==> src/rtl/flw_pkg.sv <==
package flw_pkg;

  localparam logic [7:0] KEY_FIRST  = 8'h55;
  localparam logic [7:0] KEY_SECOND = 8'hAA;

  typedef enum logic [1:0] {
    UL_IDLE  = 2'd0,
    UL_GOT1  = 2'd1,
    UL_ARMED = 2'd2
  } ul_state_t;

  // control register image, bit 0 is start
  typedef struct packed {
    logic err;
    logic cfg_sel;
    logic prog_sel;
    logic wren;
    logic start;
  } ctl_t;

  function automatic ctl_t ctl_from_bus(input logic [7:0] w);
    ctl_t c;
    c.start    = w[0];
    c.wren     = w[1];
    c.prog_sel = w[2];
    c.cfg_sel  = w[3];
    c.err      = 1'b0;
    return c;
  endfunction

  function automatic logic aims_at_program(input ctl_t c);
    return c.prog_sel && !c.cfg_sel;
  endfunction

  function automatic logic [7:0] ctl_to_bus(input ctl_t c);
    return {3'b000, c};
  endfunction

endpackage

==> src/rtl/flw_unlock.sv <==
module flw_unlock
  import flw_pkg::*;
(
  input  logic       clk,
  input  logic       rst_n,
  input  logic       en,
  input  logic       key_we,
  input  logic [7:0] key_data,
  input  logic       other_acc,
  input  logic       start_wr,
  output logic       armed_hit,
  output ul_state_t  state_o
);

  ul_state_t state_q;

  always_ff @(posedge clk) begin
    if (!rst_n) begin
      state_q <= UL_IDLE;
    end else if (en) begin
      if (key_we) begin
        case (state_q)
          UL_IDLE: state_q <= (key_data == KEY_FIRST)  ? UL_GOT1  : UL_IDLE;
          UL_GOT1: state_q <= (key_data == KEY_SECOND) ? UL_ARMED : UL_IDLE;
          default: state_q <= UL_IDLE;
        endcase
      end else if (other_acc || start_wr) begin
        state_q <= UL_IDLE;
      end
    end
  end

  assign armed_hit = en && start_wr && (state_q == UL_ARMED);
  assign state_o   = state_q;

  // armed only directly after the second key byte (or held while frozen)
  p_armed_after_key_r3: assert property (@(posedge clk) disable iff (!rst_n)
    (state_q == UL_ARMED) |->
      ($past(state_q) == UL_ARMED) ||
      $past(en && key_we && key_data == KEY_SECOND && state_q == UL_GOT1));

  // wrong second byte falls back to idle
  p_bad_key_r4: assert property (@(posedge clk) disable iff (!rst_n)
    (en && key_we && state_q == UL_GOT1 && key_data != KEY_SECOND) |=> (state_q == UL_IDLE));

  // intervening access drops any progress
  p_intervene_r4: assert property (@(posedge clk) disable iff (!rst_n)
    (en && !key_we && other_acc) |=> (state_q == UL_IDLE));

endmodule

==> src/rtl/flw_timer.sv <==
module flw_timer #(
  parameter int PROG_CYCLES = 16
) (
  input  logic clk,
  input  logic rst_n,
  input  logic go,
  output logic busy,
  output logic done
);

  localparam int CW = $clog2(PROG_CYCLES + 1);

  logic [CW-1:0] cnt_q;
  logic          busy_q;

  always_ff @(posedge clk) begin
    if (!rst_n) begin
      busy_q <= 1'b0;
      cnt_q  <= '0;
    end else if (go && !busy_q) begin
      busy_q <= 1'b1;
      cnt_q  <= CW'(PROG_CYCLES - 1);
    end else if (busy_q) begin
      if (cnt_q == '0) busy_q <= 1'b0;
      else             cnt_q  <= cnt_q - 1'b1;
    end
  end

  assign busy = busy_q;
  assign done = busy_q && (cnt_q == '0);

  // a start request never arrives while already running
  p_go_idle_r7: assert property (@(posedge clk) disable iff (!rst_n)
    go |-> !busy_q);

  // the write keeps running until the count is spent
  p_run_on_r7: assert property (@(posedge clk) disable iff (!rst_n)
    (busy_q && cnt_q != '0) |=> busy_q);

  // the write ends only through the terminal count
  p_end_done_r7: assert property (@(posedge clk) disable iff (!rst_n)
    $fell(busy_q) |-> $past(done));

endmodule

==> src/rtl/flw_holding.sv <==
module flw_holding #(
  parameter int ADDR_W = 6,
  parameter int HOLD_N = 8
) (
  input  logic                 clk,
  input  logic                rst_n,
  input  logic                en,
  input  logic                ptr_ld,
  input  logic [ADDR_W-1:0]   ptr_wdata,
  input  logic                tw_we,
  input  logic [7:0]          tw_data,
  input  logic                tw_inc,
  input  logic                refill,
  output logic [ADDR_W-1:0]   ptr_o,
  output logic [HOLD_N*8-1:0] hold_flat
);

  localparam int SLOT_W = $clog2(HOLD_N);

  logic [ADDR_W-1:0] ptr_q;
  logic [7:0]        hold_q [HOLD_N];
  logic [SLOT_W-1:0] slot;

  assign slot = ptr_q[SLOT_W-1:0];

  always_ff @(posedge clk) begin
    if (!rst_n) begin
      ptr_q <= '0;
      for (int i = 0; i < HOLD_N; i++) hold_q[i] <= 8'hFF;
    end else if (refill) begin
      for (int i = 0; i < HOLD_N; i++) hold_q[i] <= 8'hFF;
    end else if (en) begin
      if (ptr_ld) begin
        ptr_q <= ptr_wdata;
      end else if (tw_we) begin
        hold_q[slot] <= tw_data;
        if (tw_inc) ptr_q <= ptr_q + 1'b1;
      end
    end
  end

  for (genvar g = 0; g < HOLD_N; g++) begin : g_flat
    assign hold_flat[g*8 +: 8] = hold_q[g];
  end

  assign ptr_o = ptr_q;

  // latches read erased after a commit finishes
  p_refill_ff_r9: assert property (@(posedge clk) disable iff (!rst_n)
    $past(refill) |-> (hold_flat == '1));

  // pointer frozen while the core is held
  p_ptr_frozen_r10: assert property (@(posedge clk) disable iff (!rst_n)
    $past(!en) |-> $stable(ptr_q));

endmodule

==> src/rtl/flw_array.sv <==
module flw_array #(
  parameter int ADDR_W = 6,
  parameter int HOLD_N = 8
) (
  input  logic                       clk,
  input  logic                       rst_n,
  input  logic                       we,
  input  logic [ADDR_W-$clog2(HOLD_N)-1:0] blk,
  input  logic [HOLD_N*8-1:0]        wdata_flat,
  input  logic [ADDR_W-1:0]          rd_addr,
  output logic [7:0]                 rd_data
);

  localparam int SLOT_W = $clog2(HOLD_N);
  localparam int DEPTH  = 1 << ADDR_W;

  logic [7:0] mem_q [DEPTH];

  always_ff @(posedge clk) begin
    if (!rst_n) begin
      for (int a = 0; a < DEPTH; a++) mem_q[a] <= 8'hFF;
    end else if (we) begin
      for (int i = 0; i < HOLD_N; i++)
        mem_q[{blk, SLOT_W'(i)}] <= wdata_flat[i*8 +: 8];
    end
  end

  assign rd_data = mem_q[rd_addr];

  // first byte of the block carries latch 0 after a commit
  p_block_base_r8: assert property (@(posedge clk) disable iff (!rst_n)
    we |=> (mem_q[{$past(blk), SLOT_W'(0)}] == $past(wdata_flat[7:0])));

  // last byte of the block carries the last latch
  p_block_top_r8: assert property (@(posedge clk) disable iff (!rst_n)
    we |=> (mem_q[{$past(blk), SLOT_W'(HOLD_N-1)}] == $past(wdata_flat[HOLD_N*8-1 -: 8])));

endmodule

==> src/rtl/flw_seq.sv <==
module flw_seq
  import flw_pkg::*;
#(
  parameter int ADDR_W      = 6,
  parameter int HOLD_N      = 8,
  parameter int PROG_CYCLES = 16
) (
  input  logic              clk,
  input  logic              rst_n,
  input  logic              ptr_ld,
  input  logic [ADDR_W-1:0] ptr_wdata,
  input  logic              tw_we,
  input  logic [7:0]        tw_data,
  input  logic              tw_inc,
  input  logic              key_we,
  input  logic [7:0]        key_data,
  input  logic              ctl_we,
  input  logic [7:0]        ctl_wdata,
  input  logic [ADDR_W-1:0] rd_addr,
  output logic [7:0]        rd_data,
  output logic [ADDR_W-1:0] ptr_o,
  output logic [7:0]        ctl_rdata,
  output logic              stall
);

  localparam int SLOT_W = $clog2(HOLD_N);
  localparam int BLK_W  = ADDR_W - SLOT_W;

  logic              busy, done, en;
  logic              start_wr, other_acc, armed_hit;
  logic              go, err_evt, no_target;
  ctl_t              ctl_q, ctl_w;
  ul_state_t         ul_state;
  logic [HOLD_N*8-1:0] hold_flat;
  logic [ADDR_W-1:0] ptr_q;
  logic [BLK_W-1:0]  blk;

  assign en        = !busy;
  assign ctl_w     = ctl_from_bus(ctl_wdata);
  assign start_wr  = ctl_we && ctl_w.start;
  assign other_acc = tw_we || ptr_ld || (ctl_we && !ctl_w.start);

  // named commit events
  assign go        = armed_hit && ctl_w.wren && aims_at_program(ctl_w);
  assign err_evt   = armed_hit && !ctl_w.wren;
  assign no_target = armed_hit && ctl_w.wren && !aims_at_program(ctl_w);
  assign blk       = ptr_q[ADDR_W-1:SLOT_W];

  flw_unlock u_unlock (
    .clk       (clk),
    .rst_n     (rst_n),
    .en        (en),
    .key_we    (key_we),
    .key_data  (key_data),
    .other_acc (other_acc),
    .start_wr  (start_wr),
    .armed_hit (armed_hit),
    .state_o   (ul_state)
  );

  flw_timer #(.PROG_CYCLES(PROG_CYCLES)) u_timer (
    .clk   (clk),
    .rst_n (rst_n),
    .go    (go),
    .busy  (busy),
    .done  (done)
  );

  flw_holding #(.ADDR_W(ADDR_W), .HOLD_N(HOLD_N)) u_hold (
    .clk       (clk),
    .rst_n     (rst_n),
    .en        (en),
    .ptr_ld    (ptr_ld),
    .ptr_wdata (ptr_wdata),
    .tw_we     (tw_we),
    .tw_data   (tw_data),
    .tw_inc    (tw_inc),
    .refill    (done),
    .ptr_o     (ptr_q),
    .hold_flat (hold_flat)
  );

  flw_array #(.ADDR_W(ADDR_W), .HOLD_N(HOLD_N)) u_array (
    .clk        (clk),
    .rst_n      (rst_n),
    .we         (done),
    .blk        (blk),
    .wdata_flat (hold_flat),
    .rd_addr    (rd_addr),
    .rd_data    (rd_data)
  );

  always_ff @(posedge clk) begin
    if (!rst_n) begin
      ctl_q <= '0;
    end else if (done) begin
      ctl_q.start <= 1'b0;
    end else if (en && ctl_we) begin
      ctl_q.wren     <= ctl_w.wren;
      ctl_q.prog_sel <= ctl_w.prog_sel;
      ctl_q.cfg_sel  <= ctl_w.cfg_sel;
      ctl_q.start    <= go;
      if (err_evt)  ctl_q.err <= 1'b1;
      else if (go)  ctl_q.err <= 1'b0;
    end
  end

  assign ctl_rdata = ctl_to_bus(ctl_q);
  assign ptr_o     = ptr_q;
  assign stall     = busy;

  // a valid armed start freezes the core next cycle with start set
  p_commit_starts_r3: assert property (@(posedge clk) disable iff (!rst_n)
    go |=> (stall && ctl_q.start));

  // a start write outside the armed state does nothing
  p_unarmed_start_r4: assert property (@(posedge clk) disable iff (!rst_n)
    (en && start_wr && ul_state != UL_ARMED) |=> (!stall && !ctl_q.start));

  // wrong target starts nothing and keeps the error flag
  p_wrong_target_r5: assert property (@(posedge clk) disable iff (!rst_n)
    no_target |=> (!stall && ctl_q.err == $past(ctl_q.err)));

  // disabled write flags an error and never stalls
  p_err_noprog_r6: assert property (@(posedge clk) disable iff (!rst_n)
    err_evt |=> (!stall && ctl_q.err));

  // start bit reads set for the whole long write
  p_start_held_r7: assert property (@(posedge clk) disable iff (!rst_n)
    stall |-> ctl_q.start);

  // start bit clears as the long write ends
  p_start_clear_r7: assert property (@(posedge clk) disable iff (!rst_n)
    $fell(stall) |-> !ctl_q.start);

  // control image frozen while the core is held
  p_ctl_frozen_r10: assert property (@(posedge clk) disable iff (!rst_n)
    (stall && $past(stall)) |-> $stable(ctl_q));

  // a started commit leaves no error behind
  p_err_cleared_r11: assert property (@(posedge clk) disable iff (!rst_n)
    go |=> !ctl_q.err);

endmodule

==> config.mk <==
export PLATFORM = sky130hd
export DESIGN_NAME = flw_seq
export DESIGN_NICKNAME = d
export VERILOG_FILES = /design/src/rtl/flw_pkg.sv /design/src/rtl/flw_unlock.sv /design/src/rtl/flw_timer.sv /design/src/rtl/flw_holding.sv /design/src/rtl/flw_array.sv /design/src/rtl/flw_seq.sv
export SDC_FILE = /design/constraint.sdc
export NUM_CORES = 1
export LEC_CHECK = 0
export ABC_AREA = 1
export BUFFER_PORTS_ARGS = -buffer_cell sky130_fd_sc_hd__buf_2
export CAP_MARGIN = 20
export CELL_PAD_IN_SITES_DETAIL_PLACEMENT = 1
export CELL_PAD_IN_SITES_GLOBAL_PLACEMENT = 2
export CORE_ASPECT_RATIO = 1.4
export CORE_MARGIN = 2
export CORE_UTILIZATION = 45
export DETAILED_ROUTE_END_ITERATION = 10
export PLACE_DENSITY_LB_ADDON = 0.1
export SYNTH_ARGS = -nofsm -noshare
export SYNTH_HDL_FRONTEND = slang
export SYNTH_SLANG_ARGS = --single-unit
==> constraint.sdc <==
create_clock -name clk -period 15.2 [get_ports clk]
set_clock_uncertainty 0.15 [all_clocks]
set_input_delay 2.28 -clock clk [delete_from_list [all_inputs] [get_ports clk]]
set_output_delay 2.28 -clock clk [all_outputs]
set_load 0.1 [all_outputs]
==> metrics.md <==
| Metric | Value |
|---|---|
| Core ar. | 58730 µm² |
| Hold Slack | 0.3313 ns |
| Flops & latches, synth | 595 |
| Die ar. | 61610 µm² |
| # hold bufs at CTS | 0 |
| Crit end category | output pin |
| Most instantiated library cell after synthesis | nand2_1 |
| First-pass GRT wire length | 119200 µm |
| Detailed placement HPWL | 43810 µm |
| CP required | 12.77 ns |
| GPL Wtd Cong | 0.7400 |
| Post-synthesis sequential area ratio | 0.6589 |
| Fmax | around 0.12 GHz |
| Post-Synthesis Cells | 2659 |
| CP Class | in -> out |
| Reg-to-Reg Start | u_timer.cnt_q[0] |
| Crit path arrival time | 5.77 ns |
| Final Non-Filler Cells | 3439 |
| CP startpoint kind | input port |
| Clk sinks | 595 |
| CTS Buf Count | 59 |
| Top FF cell, synth | edfxtp_1 |
| DR WL/cell | 22.57 µm |
| CTS tree | done |
| Hold Path Stages | 2 |
| Vias per cell | 5.536 |
| Synth cell count leaders | nand2_1, edfxtp_1, nand3_1, inv_1, buf_2 |
| Routed WL | slightly below 80000 µm |
| Synthesized area | around 27000 µm² |
| Crit path max fanout | 112 |
| Status | complete, no violations |
| Root Driver | clkbuf_16 |
| Synth area leaders | edfxtp_1, nand2_1, nand3_1, buf_6, dfxtp_1 |
| Iteration-0 DRC Markers | about 1200 |
| Proportion of layout cells with a drive suffix above 1 | 0.07884 |
| Num rows | approximately 110 |
| Tightest Hold Check Type | reg -> reg |
| Setup tns final | 0 ns |
| Worst skew pair latency | between 0.6 and 0.7 ns |
| Vias in the first global route | 20191 |
| RSZ-0062 raised after global routing | no |
| Post-synth EDFFs | 576 |
| Cell accounting for the most synthesized area | edfxtp_1 |
| # setup viols final | 0 |
| CTS HTree Levels | 2 |
| PD cells | 118.6 nW/µm² |
| Clock-pin slew on the worst setup and hold paths | 0.06 ns |
| Clock buffer depth | 3 |
| Leakage | 0.009874 µW |
| Period utilization | 0.5392 |
| Avg Cell Area, Syn | 10.09 µm² |
| Worst slew pin tran | 1.126 ns |
| Final Max Tran Viols | 0 |
| Final core utilization | 0.4961 |
| R2R depth | 9 |
| Fin. Hold Viols | 0 |
| Hold path start | ctl_rdata[0] |
| Count of different cell masters after synthesis | 34 |
| Antenna violations before repair | 3 |
| Worst reg-to-reg setup slack | 11.89 ns |
| Warnings, synthesis | 0 |
| FFs w/ async S/R, synth | 0 |
| Layout net count | 2686 |
| Hold endpoint | ctl_rdata[0] |
| Buffers on Ports | 58 |
| GR Overflow Total | 0 |
| Minimum clock period | slightly above 8 ns |
| Detail Route Antenna Nets | 0 |
| Crit Reg-Reg Endpoint | u_array.mem_q[25][2] |
| DR vias | roughly 19000 |
| Cts repair resizes | 0 |
| Maxcap violations | 0 |
| Worst vdd ir | 0.09363 mV |
| Max-slew headroom | 0.2493 |
| Setup Buffers After CTS | 0 |
| Initial Utilization | 0.4568 |
| Dpl cells | 3328 |
| Die Y-Extent | 292.9 µm |
| Drc violations | 0 |
| Largest net degree at the start of global routing | 171 |
| Die width | 210.4 µm |
| Area share of the largest cell type after synthesis | 0.6447 |
| GRT Total Usage | 0.2578 |
| TritonRoute pass-1 iters | 5 |
| Boundary Pins | 66 |
| Synthesis-to-finish area growth | 8.596% |
-- cell usage in the layout (no fill, tap or decap), drive strengths merged --
cell type / n
a21oi: 15
a31oi: 2
a211oi: 3
o21a: 1
nor3: 6
and2: 1
clkinvlp: 2
nor2: 32
xor2: 1
nand4: 2
clkinv: 29
dfxtp: 19
inv: 103
diode: 1
conb: 3
ha: 2
bufinv: 2
nand3: 436
or2: 3
o21ai: 30
clkbuf: 77
edfxtp: 576
buf: 82
a2111oi: 1
a221oi: 1
nor4: 3
nand2: 1257
-- worst max-delay path: stages --
cell	delay, ns
clkbuf_8	0.36
inv_8	0.60
buf_4	0.79
nand2_1	0.13
nand3_1	0.12
nand3_1	0.12
nand2_1	0.10
nand2_1	0.05
nand3_1	0.12
nand3_1	0.11
nand2_1	0.28
buf_2	0.51
-- per-layer routing --
layer / GRT usage / vias up / part of all wire
met5: 0 / - / 0
met4: 0.09030 / 0 / 0.035
met3: 0.03452 / 147 / 0.044
met2: 0.4692 / 415 / 0.52
met1: 0.3123 / 9625 / 0.40
li1: - / 8851 / -
-- how the worst max path moves through the flow --
stage               slack [ns]  startpoint              endpoint
floorplan                 7.24       rst_n  u_array.mem_q[10][0]
global placement          7.03  rd_addr[0]            rd_data[2]
detailed placement        6.98  rd_addr[0]            rd_data[3]
CTS                       6.98  rd_addr[0]            rd_data[3]
global route              6.73  rd_addr[0]            rd_data[3]
finish                    7.00  rd_addr[0]            rd_data[3]
-- stage by stage --
| stage | instance area [µm²] | power [µW] | setup WS [ns] |
|---|---|---|---|
| after floorplan | 26830 | 2024 | 7.244 |
| final | 29130 | 3456 | 7.005 |
| after detailed placement | 27320 | 2107 | 6.978 |
| after CTS | 29110 | 3482 | 6.976 |
| after global routing | 29130 | 3563 | 6.725 |
| after global placement | 27320 | 2099 | 7.035 |
-- report_power, final --
part / switching [µW] / internal, µW / total (µW) / leakage [µW]
combinational: 216 / 55.7 / 272 / 0.00493
sequential: 3.10 / 1800 / 1800 / 0.00406
clock: 623 / 764 / 1390 / 0.000879
total: 842 / 2610 / 3460 / 0.00987
-- layout make-up --
cell class / instances / area [µm²]
well taps: 749 / 937.1
inverters: 103 / 396.6
repair buffers: 83 / 514.2
diodes: 1 / 2.502
fillers: 6500 / 29590
multi-input cells: 1799 / 7819
clock buffers: 76 / 1583
clock inverters: 33 / 203.9
flip-flops and latches: 595 / 17680
-- kinds of logic (layout without fill, tap and decap cells) --
logic type      after synthesis  after routing  share of synthesized area
compound gates               53             53                    0.01063
xor+xnor                      1              1                  0.0003265
fa+ha+maj                     2              2                  0.0009326
buf+inv                     267            295                    0.05424
flops                       595            595                     0.6589
other cells                   1              4                  0.0001398
simple gates               1740           1740                     0.2748
-- registers in the layout, summed over array words and instances (netlist names) --
signal,cells
u_unlock.state_o,2
u_hold.hold_q,64
u_timer.busy,1
u_hold.ptr_o,6
ctl_rdata,5
u_timer.cnt_q,5
u_array.mem_q,512
Note: power is estimated with default switching activity, not from simulation.
